--- src/rtl/refSwitchPkg.sv ---
package refSwitchPkg;
  typedef enum logic [2:0] {
    ST_FREE     = 3'd0,
    ST_PRI_NORM = 3'd1,
    ST_PRI_HOLD = 3'd2,
    ST_SEC_NORM = 3'd3,
    ST_SEC_HOLD = 3'd4
  } refStateE;

  // strobes from control to the output stage
  typedef struct packed {
    logic selSec;
    logic hold;
    logic free;
    logic realign;
  } ctlStrobeT;
endpackage

--- src/rtl/refSwitchSyncCell.sv ---
module refSwitchSyncCell #(
  parameter int WIDTH = 1,
  parameter int STAGES = 2,
  parameter logic [WIDTH-1:0] RST_VAL = '0
) (
  input  logic             clk,
  input  logic             rstN,
  input  logic [WIDTH-1:0] din,
  output logic [WIDTH-1:0] dout
);
  logic [WIDTH-1:0] stage [STAGES];

  always_ff @(posedge clk or negedge rstN) begin
    if (!rstN) begin
      for (int i = 0; i < STAGES; i++) stage[i] <= RST_VAL;
    end else begin
      stage[0] <= din;
      for (int i = 1; i < STAGES; i++) stage[i] <= stage[i-1];
    end
  end

  assign dout = stage[STAGES-1];
endmodule

--- src/rtl/refSwitchPath.sv ---
module refSwitchPath
  import refSwitchPkg::*;
#(
  parameter int SYNC_STAGES = 2,
  parameter int CODE_W = 3
) (
  input  logic              clk,
  input  logic              rstN,
  input  logic              frameIn,
  input  logic              primLoss,
  input  logic              secLoss,
  input  logic              guardIn,
  input  logic              manualEn,
  input  logic [CODE_W-1:0] modeCode,
  input  ctlStrobeT         ctl,
  output logic              primLossS,
  output logic              secLossS,
  output logic              manualS,
  output logic [CODE_W-1:0] modeS,
  output logic              guardS,
  output logic              frameStrobe,
  output logic              refSel,
  output logic              holdoverInd,
  output logic              freerunInd,
  output logic              realignPulse
);
  localparam int LOSS_W = 2;
  localparam int MISC_W = 3;

  logic [LOSS_W-1:0] lossSync;
  logic [MISC_W-1:0] miscSync;
  logic frameS, guardLvl, framePrev;

  // loss flags come up as "lost" out of reset
  refSwitchSyncCell #(.WIDTH(LOSS_W), .STAGES(SYNC_STAGES), .RST_VAL({LOSS_W{1'b1}})) uLoss (
    .clk(clk), .rstN(rstN), .din({primLoss, secLoss}), .dout(lossSync));

  refSwitchSyncCell #(.WIDTH(MISC_W), .STAGES(SYNC_STAGES), .RST_VAL('0)) uMisc (
    .clk(clk), .rstN(rstN), .din({frameIn, guardIn, manualEn}), .dout(miscSync));

  refSwitchSyncCell #(.WIDTH(CODE_W), .STAGES(SYNC_STAGES), .RST_VAL('0)) uCode (
    .clk(clk), .rstN(rstN), .din(modeCode), .dout(modeS));

  assign {primLossS, secLossS} = lossSync;
  assign {frameS, guardLvl, manualS} = miscSync;
  assign frameStrobe = frameS & ~framePrev;

  always_ff @(posedge clk or negedge rstN) begin
    if (!rstN) begin
      framePrev <= 1'b0;
      guardS    <= 1'b0;
    end else begin
      framePrev <= frameS;
      if (frameStrobe) guardS <= guardLvl;
    end
  end

  always_ff @(posedge clk or negedge rstN) begin
    if (!rstN) begin
      refSel       <= 1'b0;
      holdoverInd  <= 1'b0;
      freerunInd   <= 1'b1;
      realignPulse <= 1'b0;
    end else begin
      refSel       <= ctl.selSec;
      holdoverInd  <= ctl.hold;
      freerunInd   <= ctl.free;
      realignPulse <= ctl.realign;
    end
  end
endmodule

--- src/rtl/refSwitchFsm.sv ---
module refSwitchFsm
  import refSwitchPkg::*;
#(
  parameter int CODE_W = 3
) (
  input  logic              clk,
  input  logic              rstN,
  input  logic              primLossS,
  input  logic              secLossS,
  input  logic              guardS,
  input  logic              manualS,
  input  logic [CODE_W-1:0] modeS,
  output ctlStrobeT         ctl
);
  localparam int SEL_W = 2;

  refStateE curState, nxtState, manState;
  logic [SEL_W-1:0] lowCode;

  assign lowCode = modeS[SEL_W-1:0];

  always_comb begin
    if (|modeS[CODE_W-1:SEL_W]) manState = ST_FREE;
    else begin
      case (lowCode)
        2'b00:   manState = ST_PRI_NORM;
        2'b01:   manState = ST_SEC_NORM;
        2'b10:   manState = ST_PRI_HOLD;
        default: manState = ST_SEC_HOLD;
      endcase
    end
  end

  always_comb begin
    nxtState = curState;
    if (manualS) nxtState = manState;
    else begin
      case (curState)
        ST_FREE: begin
          if (!primLossS) nxtState = ST_PRI_NORM;
          else if (!secLossS) nxtState = ST_SEC_NORM;
        end
        ST_PRI_NORM: begin
          if (primLossS) nxtState = ST_PRI_HOLD;
        end
        ST_PRI_HOLD: begin
          if (!primLossS) nxtState = ST_PRI_NORM;
          else if (guardS && !secLossS) nxtState = ST_SEC_NORM;
        end
        ST_SEC_NORM: begin
          if (!primLossS) nxtState = ST_PRI_NORM;
          else if (secLossS) nxtState = ST_SEC_HOLD;
        end
        ST_SEC_HOLD: begin
          if (!primLossS) nxtState = ST_PRI_NORM;
          else if (!secLossS) nxtState = ST_SEC_NORM;
        end
        default: nxtState = ST_FREE;
      endcase
    end
  end

  always_ff @(posedge clk or negedge rstN) begin
    if (!rstN) curState <= ST_FREE;
    else       curState <= nxtState;
  end

  always_comb begin
    ctl.selSec  = (nxtState == ST_SEC_NORM) || (nxtState == ST_SEC_HOLD);
    ctl.hold    = (nxtState == ST_PRI_HOLD) || (nxtState == ST_SEC_HOLD);
    ctl.free    = (nxtState == ST_FREE);
    ctl.realign = ((nxtState == ST_PRI_NORM) || (nxtState == ST_SEC_NORM))
                  && (nxtState != curState);
  end
endmodule

--- src/rtl/refSwitchCtrl.sv ---
module refSwitchCtrl
  import refSwitchPkg::*;
#(
  parameter int SYNC_STAGES = 2,
  parameter int CODE_W = 3
) (
  input  logic              clk,
  input  logic              rstN,
  input  logic              frameIn,
  input  logic              primLoss,
  input  logic              secLoss,
  input  logic              guardIn,
  input  logic              manualEn,
  input  logic [CODE_W-1:0] modeCode,
  output logic              refSel,
  output logic              holdoverInd,
  output logic              freerunInd,
  output logic              realignPulse
);
  ctlStrobeT ctl;
  logic primLossS, secLossS, manualS, guardS, frameStrobe;
  logic [CODE_W-1:0] modeS;

  refSwitchPath #(.SYNC_STAGES(SYNC_STAGES), .CODE_W(CODE_W)) uPath (
    .clk(clk), .rstN(rstN), .frameIn(frameIn), .primLoss(primLoss),
    .secLoss(secLoss), .guardIn(guardIn), .manualEn(manualEn),
    .modeCode(modeCode), .ctl(ctl), .primLossS(primLossS),
    .secLossS(secLossS), .manualS(manualS), .modeS(modeS), .guardS(guardS),
    .frameStrobe(frameStrobe), .refSel(refSel), .holdoverInd(holdoverInd),
    .freerunInd(freerunInd), .realignPulse(realignPulse));

  refSwitchFsm #(.CODE_W(CODE_W)) uFsm (
    .clk(clk), .rstN(rstN), .primLossS(primLossS), .secLossS(secLossS),
    .guardS(guardS), .manualS(manualS), .modeS(modeS), .ctl(ctl));
endmodule

--- config.mk ---
export PLATFORM = sky130hd
export DESIGN_NAME = refSwitchCtrl
export DESIGN_NICKNAME = d
export VERILOG_FILES = /design/src/rtl/refSwitchPkg.sv /design/src/rtl/refSwitchSyncCell.sv /design/src/rtl/refSwitchPath.sv /design/src/rtl/refSwitchFsm.sv /design/src/rtl/refSwitchCtrl.sv
export SDC_FILE = /design/constraint.sdc
export NUM_CORES = 1
export LEC_CHECK = 0
export BUFFER_PORTS_ARGS = -buffer_cell sky130_fd_sc_hd__buf_2
export CAP_MARGIN = 15
export CELL_PAD_IN_SITES_DETAIL_PLACEMENT = 1
export CELL_PAD_IN_SITES_GLOBAL_PLACEMENT = 1
export CORE_ASPECT_RATIO = 0.7
export CORE_UTILIZATION = 35
export DETAILED_ROUTE_END_ITERATION = 12
export GPL_ROUTABILITY_DRIVEN = 0
export PLACE_DENSITY = 0.65
export SLEW_MARGIN = 25
export SYNTH_ARGS = -nofsm -noshare
export SYNTH_HDL_FRONTEND = slang
export SYNTH_HIERARCHICAL = 1
export SYNTH_SLANG_ARGS = --single-unit
--- constraint.sdc ---
create_clock -name clk -period 1.5 [get_ports clk]
set_input_delay 0.3 -clock clk [delete_from_list [all_inputs] [get_ports clk]]
set_output_delay 0.3 -clock clk [all_outputs]
set_load 0.02 [all_outputs]
==> results.md <==
* Status: completed
* Total of max-cap violations at 0
* WHS at 0.000118 ns
* H-Tree Depth at 1
* Power Dens Cells at 1200 nW/µm²
* Initial DRT Pass Iterations at 4
* Commonest non-fill, non-tap cells in the layout: dfrtp_1, buf_2, inv_1, dfstp_2, clkbuf_8
* CP cell instances: xnor2_2 -> nand2_2 -> a32oi_4 -> mux2_2
* Worst hold path type: primary input to async pin
* DR WL/cell at 12.2 µm
* Residual DRC at 0
* Clk root buf: clkbuf_8
* P_leak at 0.000503 µW
* Mapped Area at 962 µm²
* Internal power at 995 µW
* Ratio of cells with drive above 1 in the final layout at 47.4%
* Worst-margin pin slew at 0.534 ns
* DRT iter0 DRCs at 9
* Gr usage total at 10.8%
* RSZ-0062 raised after global routing: yes
* Max rail drop VDD at 622 µV
* Worst-path clk slew at 0.08 ns
* Synth Net Count at 79
* Reg2reg path depth at 4
* CTS Buffer Depth at 2
* Sequential area share after synthesis at 65.7%
* Worst path arrival time at 1.61 ns
* Max-slew headroom at 64.4%
* Final period utilization at 96.7%
* Synth cell types at 26
* Layout Skew at 0.00282 ns
* Row count at 15
* Tmin final at 1.45 ns
* CTS tree: done
* Final HPWL from detailed placement at 880 µm
* Final setup viols at 0
* Antenna diodes at 0
* I/O Pins at 14
* Vias in the first global route at 445
* Synthesized flop and latch total at 25
* Fmax at 689 MHz
* Total Wirelength at 1.35 mm
* Vias at 481
* Clock power frac at 30.1%
* Switching Share at 24.5%
* First-pass GRT wire length at 2.21 mm
* Initial Util at 38.0%
* Combinational power share at 12.2%
* Post-Syn Instances at 66
* Clk_lat worst skew at 0.27 ns
* Core footprint at 2530 µm²
* Critical setup path kind: register to register
* CP required at 1.66 ns
* Sw Pwr at 323 µW
* Die width at 64.7 µm
* Congestion Overflow GR at 0
* Worst slack at placement at 0.0111 ns
* Syn Area/Cell at 14.6 µm²
* CP max stage cell: dfrtp_2
* P&R area growth vs syn at 14.2%
* Fin util at 43.4%
* CP max FO at 7
* Slowest stage delay, CP at 0.46 ns
* Clk sinks at 25
* Setup ws final at 0.0495 ns
* Leading cell type in the layout, fill and taps excluded: dfrtp_1
* DP Cell Count at 105
* Initial antenna violation count at 0
* CP endpoint kind: register
* Final non-filler cell total at 110
* Critical Path Start Type: register
* Slew Viols, Final at 0
* Vias per cell at 4.37
* Largest net degree at the start of global routing at 26
* Antenna Nets Post-Route at 0
* Hold_buf cts at 0
* # port buffers at 13
* Die Ht at 45.9 µm
* Total die area at 2970 µm²
* Layout Nets at 90
* Clock buffer count from CTS at 3
* Layout fillers at 262
* Synthesis Warnings at 6
* Final hold vios at 0
* Seq pwr share at 57.7%
[flip-flops by register name, indices dropped and copies added, names as in the netlist, 2 cells and up]
signal             count
uFsm/curState          3
uPath/uLoss/dout       2
uPath/uLoss/stage      2
uPath/uMisc/dout       3
uPath/uMisc/stage      3
uPath/uCode/dout       3
uPath/uCode/stage      3
[kinds of logic (layout without fill, tap and decap cells)]
kind of cell | after synthesis | after routing | synth area share [%]
mux | 2 | 2 | 2.73
flops | 25 | 25 | 65.7
xor+xnor | 3 | 3 | 2.73
simple gates | 11 | 11 | 7.28
buf+inv | 14 | 24 | 9.36
compound gates | 8 | 8 | 8.32
fa+ha+maj | 3 | 3 | 3.90
[power by group through the flow]
stage	Sequential, µW	Clock [µW]	Combinational, µW
3_5_place_dp	768	0	144
4_1_cts	756	421	146
3_3_place_gp	767	0	142
5_1_grt	766	448	176
2_1_floorplan	775	0	100
6_report	760	397	161
[critical path, delay by kind of cell (launching register included)]
kind	cells	cell delay (ns)
flops	1	0.46
mux	1	0.36
compound gates	1	0.24
xor+xnor	1	0.19
simple gates	1	0.09
[final timing paths]
path                                                startpoint                        endpoint  slack, ns
worst min register to register  uPath/uMisc/stage[5]$_DFF_PN0_   uPath/uMisc/dout[2]$_DFF_PN0_       0.35
min in group clk                                      primLoss  uPath/uLoss/stage[3]$_DFF_PN1_       0.12
max in group asynchronous                                 rstN      uFsm/curState[1]$_DFF_PN0_       1.12
worst max-delay path                uFsm/curState[1]$_DFF_PN0_          uPath/refSel$_DFF_PN0_       0.05
worst max register to register      uFsm/curState[1]$_DFF_PN0_          uPath/refSel$_DFF_PN0_       0.05
worst min-delay path                                      rstN     uPath/holdoverInd$_DFF_PN0_     0.0001
[repair_timing]
| item | in CTS | in global routing |
|---|---|---|
| setup buffers | 0 | 1 |
| setup endpoints to repair | 2 | 4 |
| endpoints found under the hold margin | 0 | 0 |
| resized for setup | 1 | 7 |
| pin swaps | 1 | 2 |
[final cells by class]
| type | instances | area [µm²] | share of cell area, % |
|---|---|---|---|
| Clock buffer | 3 | 41.3 | 3.76 |
| Sequential cell | 25 | 634 | 57.7 |
| Tap cell | 34 | 42.5 | 3.87 |
| Inverter | 5 | 18.8 | 1.71 |
| Timing Repair Buffer | 15 | 80.1 | 7.29 |
| Multi-Input combinational cell | 27 | 274 | 24.9 |
| Clock inverter | 1 | 7.51 | 0.683 |
[per-layer routing]
metal	global-route usage (%)	vias up	wire, µm
li1	-	230	-
met1	15.0	233	683
met2	14.3	14	565
met3	5.25	4	77
met4	4.00	0	18
met5	0	-	0
[cells in the mapped netlist]
cell | count | area, µm²
buf_6 | 1 | 11.3
nand2_1 | 2 | 7.51
a32oi_4 | 1 | 27.5
xnor2_1 | 2 | 17.5
dfstp_2 | 5 | 131
nor2_1 | 1 | 3.75
a32o_1 | 1 | 10.0
nand3b_1 | 1 | 7.51
inv_1 | 5 | 18.8
mux2_2 | 1 | 11.3
mux2_4 | 1 | 15.0
dfrtp_1 | 20 | 500
nor3b_1 | 1 | 7.51
xor2_1 | 1 | 8.76
o21ai_1 | 1 | 5.00
o21ai_2 | 1 | 8.76
nor2b_1 | 3 | 18.8
o31a_1 | 1 | 8.76
nor3_1 | 1 | 5.00
nand2b_1 | 1 | 6.26
o31ai_1 | 1 | 7.51
o211ai_1 | 1 | 7.51
o21ai_0 | 1 | 5.00
nor2b_4 | 1 | 13.8
buf_4 | 8 | 60.1
ha_1 | 3 | 37.5
[stage by stage]
step	power, µW	area [µm²]	setup TNS, ns
6_report	1320	1100	0
3_3_place_gp	909	1010	0
5_1_grt	1390	1100	-0.0245
3_5_place_dp	912	1010	0
2_1_floorplan	876	962	0
4_1_cts	1320	1060	0
(Power assumes the default switching activity.)
